**config.mk**
```make
export PLATFORM = sky130hd
export DESIGN_NAME = bt_target
export DESIGN_NICKNAME = d
export VERILOG_FILES = /design/src/rtl/bt_pkg.sv /design/src/rtl/bt_window.sv /design/src/rtl/bt_regfile.sv /design/src/rtl/bt_retry.sv /design/src/rtl/bt_target.sv
export SDC_FILE = /design/constraint.sdc
export NUM_CORES = 1
export LEC_CHECK = 0
export BUFFER_PORTS_ARGS = -buffer_cell sky130_fd_sc_hd__buf_2
export CAP_MARGIN = 25
export CORE_MARGIN = 4
export CORE_UTILIZATION = 55
export CTS_BUF_LIST = sky130_fd_sc_hd__clkbuf_4
export CTS_CLUSTER_DIAMETER = 50
export DETAILED_ROUTE_END_ITERATION = 10
export GPL_TIMING_DRIVEN = 0
export HOLD_SLACK_MARGIN = 0.1
export PLACE_DENSITY = 0.8
export SYNTH_ARGS = -nofsm -noshare
export SYNTH_HDL_FRONTEND = slang
export SYNTH_HIERARCHICAL = 1
export SYNTH_SLANG_ARGS = --single-unit
```
**constraint.sdc**
```tcl
create_clock -name clk -period 14.68 [get_ports clk]
set_input_delay 2.936 -clock clk [delete_from_list [all_inputs] [get_ports clk]]
set_output_delay 2.936 -clock clk [all_outputs]
set_load 0.02 [all_outputs]
```
**src/rtl/bt_pkg.sv**
```systemverilog
// Shared types for the burst target: controller states and command codes.
package bt_pkg;
    typedef enum logic [2:0] {
        ST_IDLE,  // waiting for an address phase
        ST_SKIP,  // transaction belongs to someone else
        ST_TURN,  // read turnaround, bus left undriven
        ST_DATA,  // data phases
        ST_HALT   // stop asserted, waiting for the initiator to let go
    } bt_state_e;

    localparam logic [1:0] CMD_RD = 2'b01;
    localparam logic [1:0] CMD_WR = 2'b10;
endpackage

```
**src/rtl/bt_window.sv**
```systemverilog
// Address window decoder.
// Reports whether a word address lies in [BASE, BASE+DEPTH) and gives the
// offset into the window. Assumes DEPTH >= 2.
module bt_window #(
    parameter int DW = 32,
    parameter logic [DW-1:0] BASE = 'h40,
    parameter int DEPTH = 16,
    localparam int OW = $clog2(DEPTH)
) (
    input  logic [DW-1:0] addr_i,
    output logic          hit_o,
    output logic [OW-1:0] off_o
);
    localparam logic [DW:0] LIMIT = {1'b0, BASE} + (DW+1)'(DEPTH);

    // Range compare, with one guard bit so the window end cannot overflow.
    always_comb begin
        hit_o = ({1'b0, addr_i} >= {1'b0, BASE}) && ({1'b0, addr_i} < LIMIT);
        off_o = OW'(addr_i - BASE);
    end
endmodule

```
**src/rtl/bt_regfile.sv**
```systemverilog
// Register-file back end with one write port and one combinational read port.
// Every word resets to zero. Assumes wr_idx and rd_idx stay below DEPTH.
module bt_regfile #(
    parameter int DW = 32,
    parameter int DEPTH = 16,
    localparam int OW = $clog2(DEPTH)
) (
    input  logic          clk,
    input  logic          rst_n,
    input  logic          wr_en,
    input  logic [OW-1:0] wr_idx,
    input  logic [DW-1:0] wr_data,
    input  logic [OW-1:0] rd_idx,
    output logic [DW-1:0] rd_data
);
    logic [DW-1:0] word_q [DEPTH];

    for (genvar g = 0; g < DEPTH; g++) begin : g_word
        // One word: cleared on reset, loaded when the write port selects it.
        always_ff @(posedge clk) begin
            if (!rst_n)
                word_q[g] <= '0;
            else if (wr_en && wr_idx == OW'(g))
                word_q[g] <= wr_data;
        end
    end

    // Read port: the word at the current offset.
    assign rd_data = word_q[rd_idx];
endmodule

```
**src/rtl/bt_retry.sv**
```systemverilog
// Stall counter for retry.
// Counts consecutive stalled data cycles. expire_o is high in the cycle that
// completes LIMIT of them. Assumes the owner leaves the data phase on expiry.
module bt_retry #(
    parameter int LIMIT = 8,
    localparam int CW = $clog2(LIMIT + 1)
) (
    input  logic clk,
    input  logic rst_n,
    input  logic stall_i,
    output logic expire_o
);
    logic [CW-1:0] cnt_q;

    // Run length of the current stall, cleared as soon as it breaks.
    always_ff @(posedge clk) begin
        if (!rst_n || !stall_i)
            cnt_q <= '0;
        else
            cnt_q <= cnt_q + 1'b1;
    end

    assign expire_o = stall_i && (cnt_q == CW'(LIMIT - 1));
endmodule

```
**src/rtl/bt_target.sv**
```systemverilog
// Burst bus target.
// Decodes an address phase on a multiplexed address/data bus, claims it when
// it hits the window, then moves one word per edge with both readies low.
// Reads get one turnaround cycle first. Disconnects at the window end and asks
// for a retry after RETRY_LIMIT stalled cycles.
// Assumes the initiator keeps txn_n low until its final word and releases it
// once stop is seen.
module bt_target
    import bt_pkg::*;
#(
    parameter int DW = 32,
    parameter logic [DW-1:0] BASE = 'h40,
    parameter int DEPTH = 16,
    parameter int RETRY_LIMIT = 8
) (
    input  logic          clk,
    input  logic          rst_n,
    input  logic          txn_n,
    input  logic [1:0]    cmd,
    input  logic [DW-1:0] ad_in,
    input  logic          init_rdy_n,
    input  logic          be_wait,
    output logic [DW-1:0] ad_out,
    output logic          ad_oe,
    output logic          tgt_rdy_n,
    output logic          tgt_halt_n,
    output logic          claim_n
);
    localparam int OW = $clog2(DEPTH);

    bt_state_e     state_q, state_d;
    logic [OW-1:0] off_q;
    logic          rd_q;
    logic          win_hit;
    logic [OW-1:0] win_off;
    logic [DW-1:0] rd_word;
    logic          cmd_ok, addr_phase, in_data, tgt_ready, xfer, at_end, stall, expire;

    bt_window #(.DW(DW), .BASE(BASE), .DEPTH(DEPTH)) u_window (
        .addr_i (ad_in),
        .hit_o  (win_hit),
        .off_o  (win_off)
    );

    bt_regfile #(.DW(DW), .DEPTH(DEPTH)) u_regs (
        .clk     (clk),
        .rst_n   (rst_n),
        .wr_en   (xfer && !rd_q),
        .wr_idx  (off_q),
        .wr_data (ad_in),
        .rd_idx  (off_q),
        .rd_data (rd_word)
    );

    bt_retry #(.LIMIT(RETRY_LIMIT)) u_retry (
        .clk      (clk),
        .rst_n    (rst_n),
        .stall_i  (stall),
        .expire_o (expire)
    );

    // Handshake terms for the current cycle.
    always_comb begin
        cmd_ok     = (cmd == CMD_RD) || (cmd == CMD_WR);
        addr_phase = (state_q == ST_IDLE) && !txn_n;
        in_data    = (state_q == ST_DATA);
        tgt_ready  = in_data && !be_wait;
        xfer       = tgt_ready && !init_rdy_n;
        at_end     = (off_q == OW'(DEPTH - 1));
        stall      = in_data && be_wait;
    end

    // Next-state selection for the transaction controller.
    always_comb begin
        state_d = state_q;
        unique case (state_q)
            ST_IDLE: if (!txn_n)
                         state_d = !(win_hit && cmd_ok) ? ST_SKIP :
                                   (cmd == CMD_RD)      ? ST_TURN : ST_DATA;
            ST_SKIP: if (txn_n) state_d = ST_IDLE;
            ST_TURN: state_d = ST_DATA;
            ST_DATA: begin
                if (xfer) begin
                    if (txn_n)       state_d = ST_IDLE;
                    else if (at_end) state_d = ST_HALT;
                end else if (expire) begin
                    state_d = ST_HALT;
                end
            end
            ST_HALT: if (txn_n) state_d = ST_IDLE;
            default: state_d = ST_IDLE;
        endcase
    end

    // State, burst offset and direction registers.
    always_ff @(posedge clk) begin
        if (!rst_n) begin
            state_q <= ST_IDLE;
            off_q   <= '0;
            rd_q    <= 1'b0;
        end else begin
            state_q <= state_d;
            if (addr_phase) begin
                off_q <= win_off;
                rd_q  <= (cmd == CMD_RD);
            end else if (xfer) begin
                off_q <= off_q + 1'b1;
            end
        end
    end

    // Bus-side outputs.
    always_comb begin
        tgt_rdy_n  = !tgt_ready;
        tgt_halt_n = !((tgt_ready && at_end) || state_q == ST_HALT);
        claim_n    = !(state_q inside {ST_TURN, ST_DATA, ST_HALT});
        ad_oe      = in_data && rd_q;
        ad_out     = ad_oe ? rd_word : '0;
    end
endmodule

```
== Word-level counts from Yosys, hierarchy flattened ==
Memories as Yosys holds them, arrays and structs flattened. A register that Yosys moved wholly into a read port is not among the register bits.
Index checks and enable logic that the tools add are counted.

* Output and inout port bits: 36
* Flip-flop bits (word level): 12
* Memories: 1
* Memory bits (writable): 512

{| class="wikitable"
|+ Memory list
! memory !! depth !! width !! rd ports !! clocked after Yosys merged registers in !! wr ports !! RTL line !! RTL
|-
| u_regs.word_q || 16 || 32 || 1 || 1 || 16 || bt_regfile.sv:16 || <nowiki>logic [DW-1:0] word_q [DEPTH];</nowiki>
|}

* Reduce and logical (&&, ||, !) cells: 44
* Bitwise operators: 16
* Order comparisons: 2
* Eq/ne operators: 26
* Add/sub/neg operators: 3
* Muxes and demuxes: 79

{| class="wikitable"
|+ Operators with widths
! cell !! number
|-
| 32-bit two-way mux || 17
|-
| 1-bit two-way mux || 50
|-
| 4-bit equality test, second input constant || 8
|-
| 32-bit by 7-bit greater-or-equal comparator with 1-bit output, second input constant || 1
|-
| 32-bit by 7-bit less-than comparator with 1-bit output, second input constant || 1
|-
| 1-bit logical AND || 26
|-
| 4-bit by 3-bit equality test with 1-bit output, second input constant || 5
|-
| 3-bit two-way mux || 6
|-
| 4-bit two-way mux || 4
|-
| 1-bit bitwise OR || 16
|-
| 3-bit one-hot mux with 4 select lines || 1
|-
| 1-bit logical NOT || 9
|-
| 4-bit by 1-bit adder with 4-bit output, second input constant || 2
|-
| 4-bit by 2-bit equality test with 1-bit output, second input constant || 2
|-
| 3-bit by 2-bit equality test with 1-bit output, second input constant || 2
|-
| 4-bit by 1-bit equality test with 1-bit output, second input constant || 1
|-
| 4-bit logical NOT || 1
|-
| 4-bit by 3-bit != test with 1-bit output, second input constant || 1
|-
| 4-bit AND reduction || 1
|-
| 4-bit by 1-bit subtractor with 4-bit output, second input constant || 1
|-
| 3-bit by 1-bit equality test with 1-bit output, second input constant || 1
|-
| 3-bit equality test, second input constant || 1
|-
| 3-bit logical NOT || 1
|-
| 1-bit logical OR || 3
|-
| 9 further kinds || 9
|}

== Depth between registers and ports, before layout ==
Gate-level depths: netlist of the first run.

* Depth in word-level cells: 9
* Mapped depth: 10

== Cells and area by module ==
Netlist of the first run, hierarchy kept.

{| class="wikitable"
|+ By module, submodules not included
! module !! cells an instance !! seq. area each (µm²) !! times used !! area an instance (µm²)
|-
| bt_regfile || 1422 || 15374.7 || 1 || 22826.9
|-
| bt_target || 105 || 160.2 || 1 || 788.3
|-
| bt_retry || 15 || 80.1 || 1 || 157.7
|-
| bt_window || 14 || 0.0 || 1 || 116.4
|}

== Worst setup path after synthesis of the first run ==
Ideal clock, no wire load.

* Kind: input to register
* Start: input port be_wait
* End: memory u_regs.word_q[1][0], enable pin
* Data arrival time: 6.474 ns
* Path slack: 7.740 ns
* Cell stages on the path: 5
* Library setup time: 0.466 ns
* Cell sequence: nor2_1 inv_1 nor3_1 or3b_2 o21ai_0

{| class="wikitable"
|+ RTL lines
! element !! RTL line !! RTL
|-
| from (decl) || bt_target.sv:22 || <nowiki>input logic be_wait,</nowiki>
|-
| to (decl) || bt_regfile.sv:16 ||
|}

==> results of run 1 <==
worst max-delay path, cell delays in order, from the launching register on:
cell and delay (ns):
dfxtp_1 0.57, buf_2 0.39, buf_1 0.72, mux4_2 0.44, a22oi_1 0.28, nand2_1 0.08, and3_1 0.18, buf_2 0.16
metal layers:
layer / vias to the layer above / share of wire / track usage
met4: 2 / 0.048 / 0.133
met2: 1020 / 0.49 / 0.454
li1: 6291 / - / -
met3: 207 / 0.12 / 0.0838
met1: 7484 / 0.34 / 0.349
met5: - / 0.00020 / 0
flip-flops by register name (all words and copies together) (netlist names):
name	cells
u_regs/word_q	512
off_q	4
u_retry/cnt_q	4
state_q	3
rd_q	1
area by class of cell:
type                    count  area (um^2)  area share
clock inverters            21          223     0.00815
repair buffers             94          833      0.0305
clock buffers             195         1460      0.0536
inverters                   7         26.3    0.000962
diodes                      2         5.00    0.000183
well taps                 585          732      0.0268
multi-input cells         886         7830       0.287
flip-flops and latches    524        15600       0.571
plain buffers             139          596      0.0218
kinds of logic (layout without fill, tap and decap cells):
logic type | after synthesis | after routing | synth area share
AO/OA/AOI/OAI | 95 | 95 | 0.0279
other | 0 | 2 | 0
XOR/XNOR | 5 | 5 | 0.00183
AND/OR/NAND/NOR | 650 | 650 | 0.166
flip-flops | 524 | 524 | 0.654
multiplexers | 133 | 133 | 0.123
adder cells (fa/ha/maj) | 3 | 3 | 0.00157
buffers and inverters | 146 | 456 | 0.0260
through the flow:
stage	hold WS (ns)	worst slack [ns]	utilization	area (um^2)
floorplan	0.417	7.74	-	23900
global placement	0.426	4.94	0.581	25000
detailed placement	0.442	8.27	0.596	25600
CTS	0.450	8.08	0.635	27300
global route	0.471	7.94	0.636	27300
finish	0.446	8.06	0.636	27300
how the worst max path moves through the flow:
stage                           from  depth (start not counted)                            endpoint
2_1_floorplan                be_wait                          5   u_regs/word_q[1][0]$_SDFFCE_PN0P_
3_3_place_gp                 be_wait                          6  u_regs/word_q[9][14]$_SDFFCE_PN0P_
3_5_place_dp                 be_wait                          4                           tgt_rdy_n
4_1_cts        off_q[1]$_SDFFE_PN0P_                          7                          ad_out[30]
5_1_grt        off_q[1]$_SDFFE_PN0P_                          7                          ad_out[29]
6_report       off_q[1]$_SDFFE_PN0P_                          7                          ad_out[29]
synthesized netlist by cell type, types with 5 or more instances:
master,n
a22oi_1,64
and2_1,515
and3_1,34
buf_1,10
buf_2,8
buf_4,13
clkbuf_1,106
dfxtp_1,12
edfxtp_1,512
inv_1,7
mux2i_1,5
mux4_2,128
nand2_1,37
nand3_1,6
nor2_1,26
o21ai_0,19
report_power, final:
group / switching (mW) / internal, mW
logic: 0.378 / 0.269
registers: 0.0275 / 1.69
clock network: 0.570 / 0.690
==> summary.md, run 1 <==
| Metric | Value |
|---|---|
| Min Tclk post-route | `6.62 ns` |
| Final #Nets | `1830` |
| Hold EP | `u_retry/cnt_q[0]$_SDFF_PP0_` |
| Status | `finished clean` |
| Share of cells above drive strength 1 | `0.258` |
| Starting Density | `0.556` |
| Largest net degree at the start of global routing | `25` |
| Area grow syn2layout | `14.4%` |
| Slew headroom | `0.350` |
| Vias in the first global route | `15500` |
| Startpoint Class | `flop` |
| First-pass GRT wire length | `95500 um` |
| Final setup viols | `0` |
| WL/cell | `26.4 um` |
| Pre-antenna DRT Iters | `6` |
| Crit share post-route | `0.451` |
| Hold path cells | `1` |
| Post-synth EDFFs | `512` |
| Maximum vdd drop | `0.0772 mV` |
| Slew of the pin with the lowest slew margin | `0.976 ns` |
| Layout fillers | `3093` |
| Area contributors post-synth | `edfxtp_1, and2_1, mux4_2, a22oi_1, clkbuf_1` |
| Global-route congestion overflow total | `0` |
| TritonCTS Buffers | `136` |
| Buffers from clock root to sink, at most | `3` |
| Worst Path Required | `11.74 ns` |
| Setup Buffers After CTS | `0` |
| DR iter-0 viols | `2041` |
| RD Place Congestion | `0.873` |
| WL final | `64900 um` |
| Core ar. | `0.0430 mm^2` |
| Synth Cell Area | `0.0239 mm^2` |
| Post-route ant nets | `0` |
| Cell row count | `76` |
| RSZ-0062 raised after global routing | `no` |
| # hold bufs at CTS | `0` |
| Htree depth | `4` |
| Top cell type's share of synthesized area | `0.644` |
| Crit end category | `output pin` |
| Critical path peak fanout | `13` |
| Syn Area/Cell | `15.4 um^2` |
| Total Power | `3.63 mW` |
| Hold Startpoint | `u_retry/cnt_q[0]$_SDFF_PP0_` |
| Die width | `216 um` |
| Residual DRC | `0` |
| Root buffer cell | `clkbuf_4` |
| Max Slew Vio Count | `0` |
| Post-Syn Nets | `1598` |
| Clk_lat worst skew | `0.86 ns` |
| Port Buffers | `74` |
| Critical path arrival | `3.68 ns` |
| Tot GR Track Use | `0.280` |
| DIE HEIGHT | `216 um` |
| Routed vias | `15000` |
| #FFs+latches synth | `524` |
| Hpwl dp | `42000 um` |
| Leak | `10.2 nW` |
| Achievable Freq | `151 MHz` |
| Seq/Total Area, Yosys | `0.654` |
| Synth area leader | `edfxtp_1` |
| Post-CTS Resized | `0` |
| Worst reg-to-reg path cell count | `5` |
| Num Clock Sinks | `524` |
| Main synth FF type | `edfxtp_1` |
| Crit Path Class | `flop to output pin` |
| Hold violation total from the final report | `0` |
| DR vias/cell | `6.12` |
| PwrDens | `133 mW/mm^2` |
| Post-route insts no fill | `2453` |
| Worst reg2reg setup slack | `11.22 ns` |
| R2r endpoint | `u_regs/word_q[4][16]$_SDFFCE_PN0P_` |
| Post-Synthesis Cells | `1556` |
| Die area | `0.0468 mm^2` |
| Setup TNS | `0 ns` |
| Dpl cells | `2234` |
| Clock Skew | `0.0377 ns` |
| Async SR Flop Fraction | `0` |
| Unique cell type count in the Yosys netlist | `43` |
| Leading cell types in the layout, fill and taps excluded | `and2_1, edfxtp_1, clkbuf_4` |
| Most common cell after layout, fill and taps aside | `and2_1` |
| Max_cap viols | `0` |
| I/O pin total | `75` |
| Clk pin slew, worst setup/hold paths | `0.06 ns` |
| CTS tree | `done` |
| Initial antenna violation count | `3` |
| Worst Hold Class | `flop to flop` |
| RR Startpoint | `rd_q$_SDFFE_PN0P_` |
| Synth warn | `6` |
Power figures use the tool's default switching activity.
==> run 2, diff against run 1 <==
Settings changed: PLACE_DENSITY 0.8 to 0.83.
Clock period 14.68 ns to 5.9 ns, I/O delays scaled along.
==> run 2 against run 1 <==
Register-to-register slack got worse by 9.1 ns. Sequential share of layout area rose by 0.058 points. Combinational power rose to 2.5 times the previous value. First-iteration DRC count fell by 1.5%. Critical endpoint is now ad_out[0].
==> summary.md, run 2 (synthesis gave the netlist of run 1 again) <==
| Metric | Value |
|---|---|
| Share of cells above drive strength 1 | `0.255 (-0.00228)` |
| First-pass GRT wire length | `97800 um (+2.5%)` |
| Buffers from clock root to sink, at most | `3 (unchanged)` |
| Max_cap viols | `0 (unchanged)` |
| Final #Nets | `1828 (-0.11%)` |
| Worst path most repeated cell | `buf_2` |
| Hold_ws | `0.461 ns (+0.0153 ns)` |
| Die area | `0.0468 mm^2 (unchanged)` |
| Crit end category | `output pin` |
| Tot GR Track Use | `0.285 (+0.00510)` |
| Worst reg-to-reg path cell count | `5 (unchanged)` |
| Core ar. | `0.0430 mm^2 (unchanged)` |
| CP max stage delay | `0.82 ns (+0.10 ns)` |
| Largest register FFs | `512 (unchanged)` |
| Vias in the first global route | `16000 (+3.2%)` |
| Biggest register | `u_regs/word_q` |
| Worst setup path start | `off_q[1]$_SDFFE_PN0P_` |
| Clock Skew | `0.0410 ns (+0.00333 ns)` |
| Slew headroom | `0.311 (-0.0388)` |
| Clk pin slew, worst setup/hold paths | `0.07 ns (about the same)` |
| Cell area after placement | `0.0256 mm^2 (-0.24%)` |
| Min Tclk post-route | `5.01 ns` |
| Worst Hold Class | `flop to flop` |
| WL/cell | `26.9 um (+1.7%)` |
| Hold Startpoint | `u_retry/cnt_q[0]$_SDFF_PP0_` |
| Largest net degree at the start of global routing | `22 (-12%)` |
| Post-route ant nets | `0 (unchanged)` |
| Hold violation total from the final report | `0 (unchanged)` |
| Num Clock Sinks | `524 (unchanged)` |
| Starting Density | `0.556 (unchanged)` |
| RSZ-0062 raised after global routing | `no` |
| Setup Buffers After CTS | `0 (unchanged)` |
| Leak | `10.2 nW (-0.15%)` |
| Hpwl dp | `42800 um (+1.9%)` |
| Startpoint Class | `flop` |
| Setup WS pre-CTS | `1.56 ns (-6.71 ns)` |
| CP max stage cell | `buf_1` |
| Status | `finished clean` |
| Post-route insts no fill | `2454 (+0.041%)` |
| Crit path cell chain | `buf_2 -> buf_1 -> mux4_2 -> a22oi_1 -> nand2_1 -> and3_1 -> buf_2` |
| Crit Path Class | `flop to output pin` |
| Global-route congestion overflow total | `0 (unchanged)` |
| Achievable Freq | `200 MHz` |
| Port Buffers | `74 (unchanged)` |
| Root buffer cell | `clkbuf_4` |
| Area grow syn2layout | `14.3%` |
| DIE HEIGHT | `216 um (unchanged)` |
| Post-CTS Resized | `0 (unchanged)` |
| Pre-antenna DRT Iters | `6 (unchanged)` |
| Leading cell types in the layout, fill and taps excluded | `and2_1, edfxtp_1, clkbuf_4` |
| WL final | `66000 um (+1.7%)` |
| Residual DRC | `0 (unchanged)` |
| Max Slew Vio Count | `0 (unchanged)` |
| Htree depth | `4 (unchanged)` |
| DR vias/cell | `6.22 (+1.7%)` |
| Crit share post-route | `0.848` |
| Dpl cells | `2232 (-0.090%)` |
| RR Startpoint | `rd_q$_SDFFE_PN0P_` |
| Maximum vdd drop | `0.202 mV (+160%)` |
| TritonCTS Buffers | `136 (unchanged)` |
| Hold path cells | `1 (unchanged)` |
| Cell row count | `76 (unchanged)` |
| Most common cell after layout, fill and taps aside | `and2_1` |
| CTS tree | `done` |
| PwrDens | `333 mW/mm^2 (+150%)` |
| # hold bufs at CTS | `0 (unchanged)` |
| DR iter-0 viols | `2010 (-1.5%)` |
| Die width | `216 um (unchanged)` |
| Total Power | `9.09 mW (+150%)` |
| Critical path peak fanout | `13 (unchanged)` |
| Largest regs | `u_regs/word_q: 512 flops, off_q: 4 flops, u_retry/cnt_q: 4 flops` |
| Setup TNS | `0 ns (unchanged)` |
| Slew of the pin with the lowest slew margin | `1.03 ns (+0.0582 ns)` |
| I/O pin total | `75 (unchanged)` |
| Initial antenna violation count | `2 (-1)` |
| Final setup viols | `0 (unchanged)` |
| Clk_lat worst skew | `0.85 ns (about the same)` |
| Worst Path Required | `4.72 ns (-7.02 ns)` |
| Critical path arrival | `3.83 ns (+0.15 ns)` |
| Routed vias | `15300 (+1.8%)` |
| Core Util, Final | `0.635 (-0.000641)` |
| RD Place Congestion | `0.866 (-0.82%)` |
| Fin worst setup slack | `0.895 ns (-7.17 ns)` |
| Final instance area | `0.0273 mm^2 (-0.10%)` |
run 2: path summary, 6_finish.rpt:
path,slack (ns),to
max,0.89,ad_out[0]
min,0.46,u_retry/cnt_q[0]$_SDFF_PP0_
max reg2reg,2.15,u_regs/word_q[1][17]$_SDFFCE_PN0P_
min reg2reg,0.46,u_retry/cnt_q[0]$_SDFF_PP0_
run 2: critical path, delay by kind of cell, from the launching register on:
family | cells | cell delay [ns]
and+or+nand+nor | 2 | 0.30
AOI/OAI and AO/OA | 1 | 0.28
buffers and inverters | 3 | 1.40
muxes | 1 | 0.44
DFF | 1 | 0.58
run 2: area by class of cell:
type / instances / area, um^2
fill: 3051 / 15700
sequential: 524 / 15600
multi-input combinational: 886 / 7830
clock buffer: 194 / 1460
timing repair buffer: 92 / 771
tap: 585 / 732
buffer: 139 / 596
clock inverter: 25 / 265
inverter: 7 / 26.3
antenna: 2 / 5.00
run 2: metal layers:
metal  global-route usage  up-vias  wire length (um)  part of all wire
met5                    0        -                 0                 0
met4                0.140        0              3310             0.050
met3               0.0777      227              7990              0.12
met2                0.463     1153             31900              0.48
met1                0.357     7583             22800              0.35
li1                     -     6308                 -                 -
run 2: power breakdown:
group | leakage (nW) | total (mW) | internal (mW) | switching (mW)
combinational | 3.79 | 1.63 | 0.667 | 0.959
clock | 1.02 | 3.18 | 1.76 | 1.42
sequential | 5.38 | 4.28 | 4.21 | 0.0708
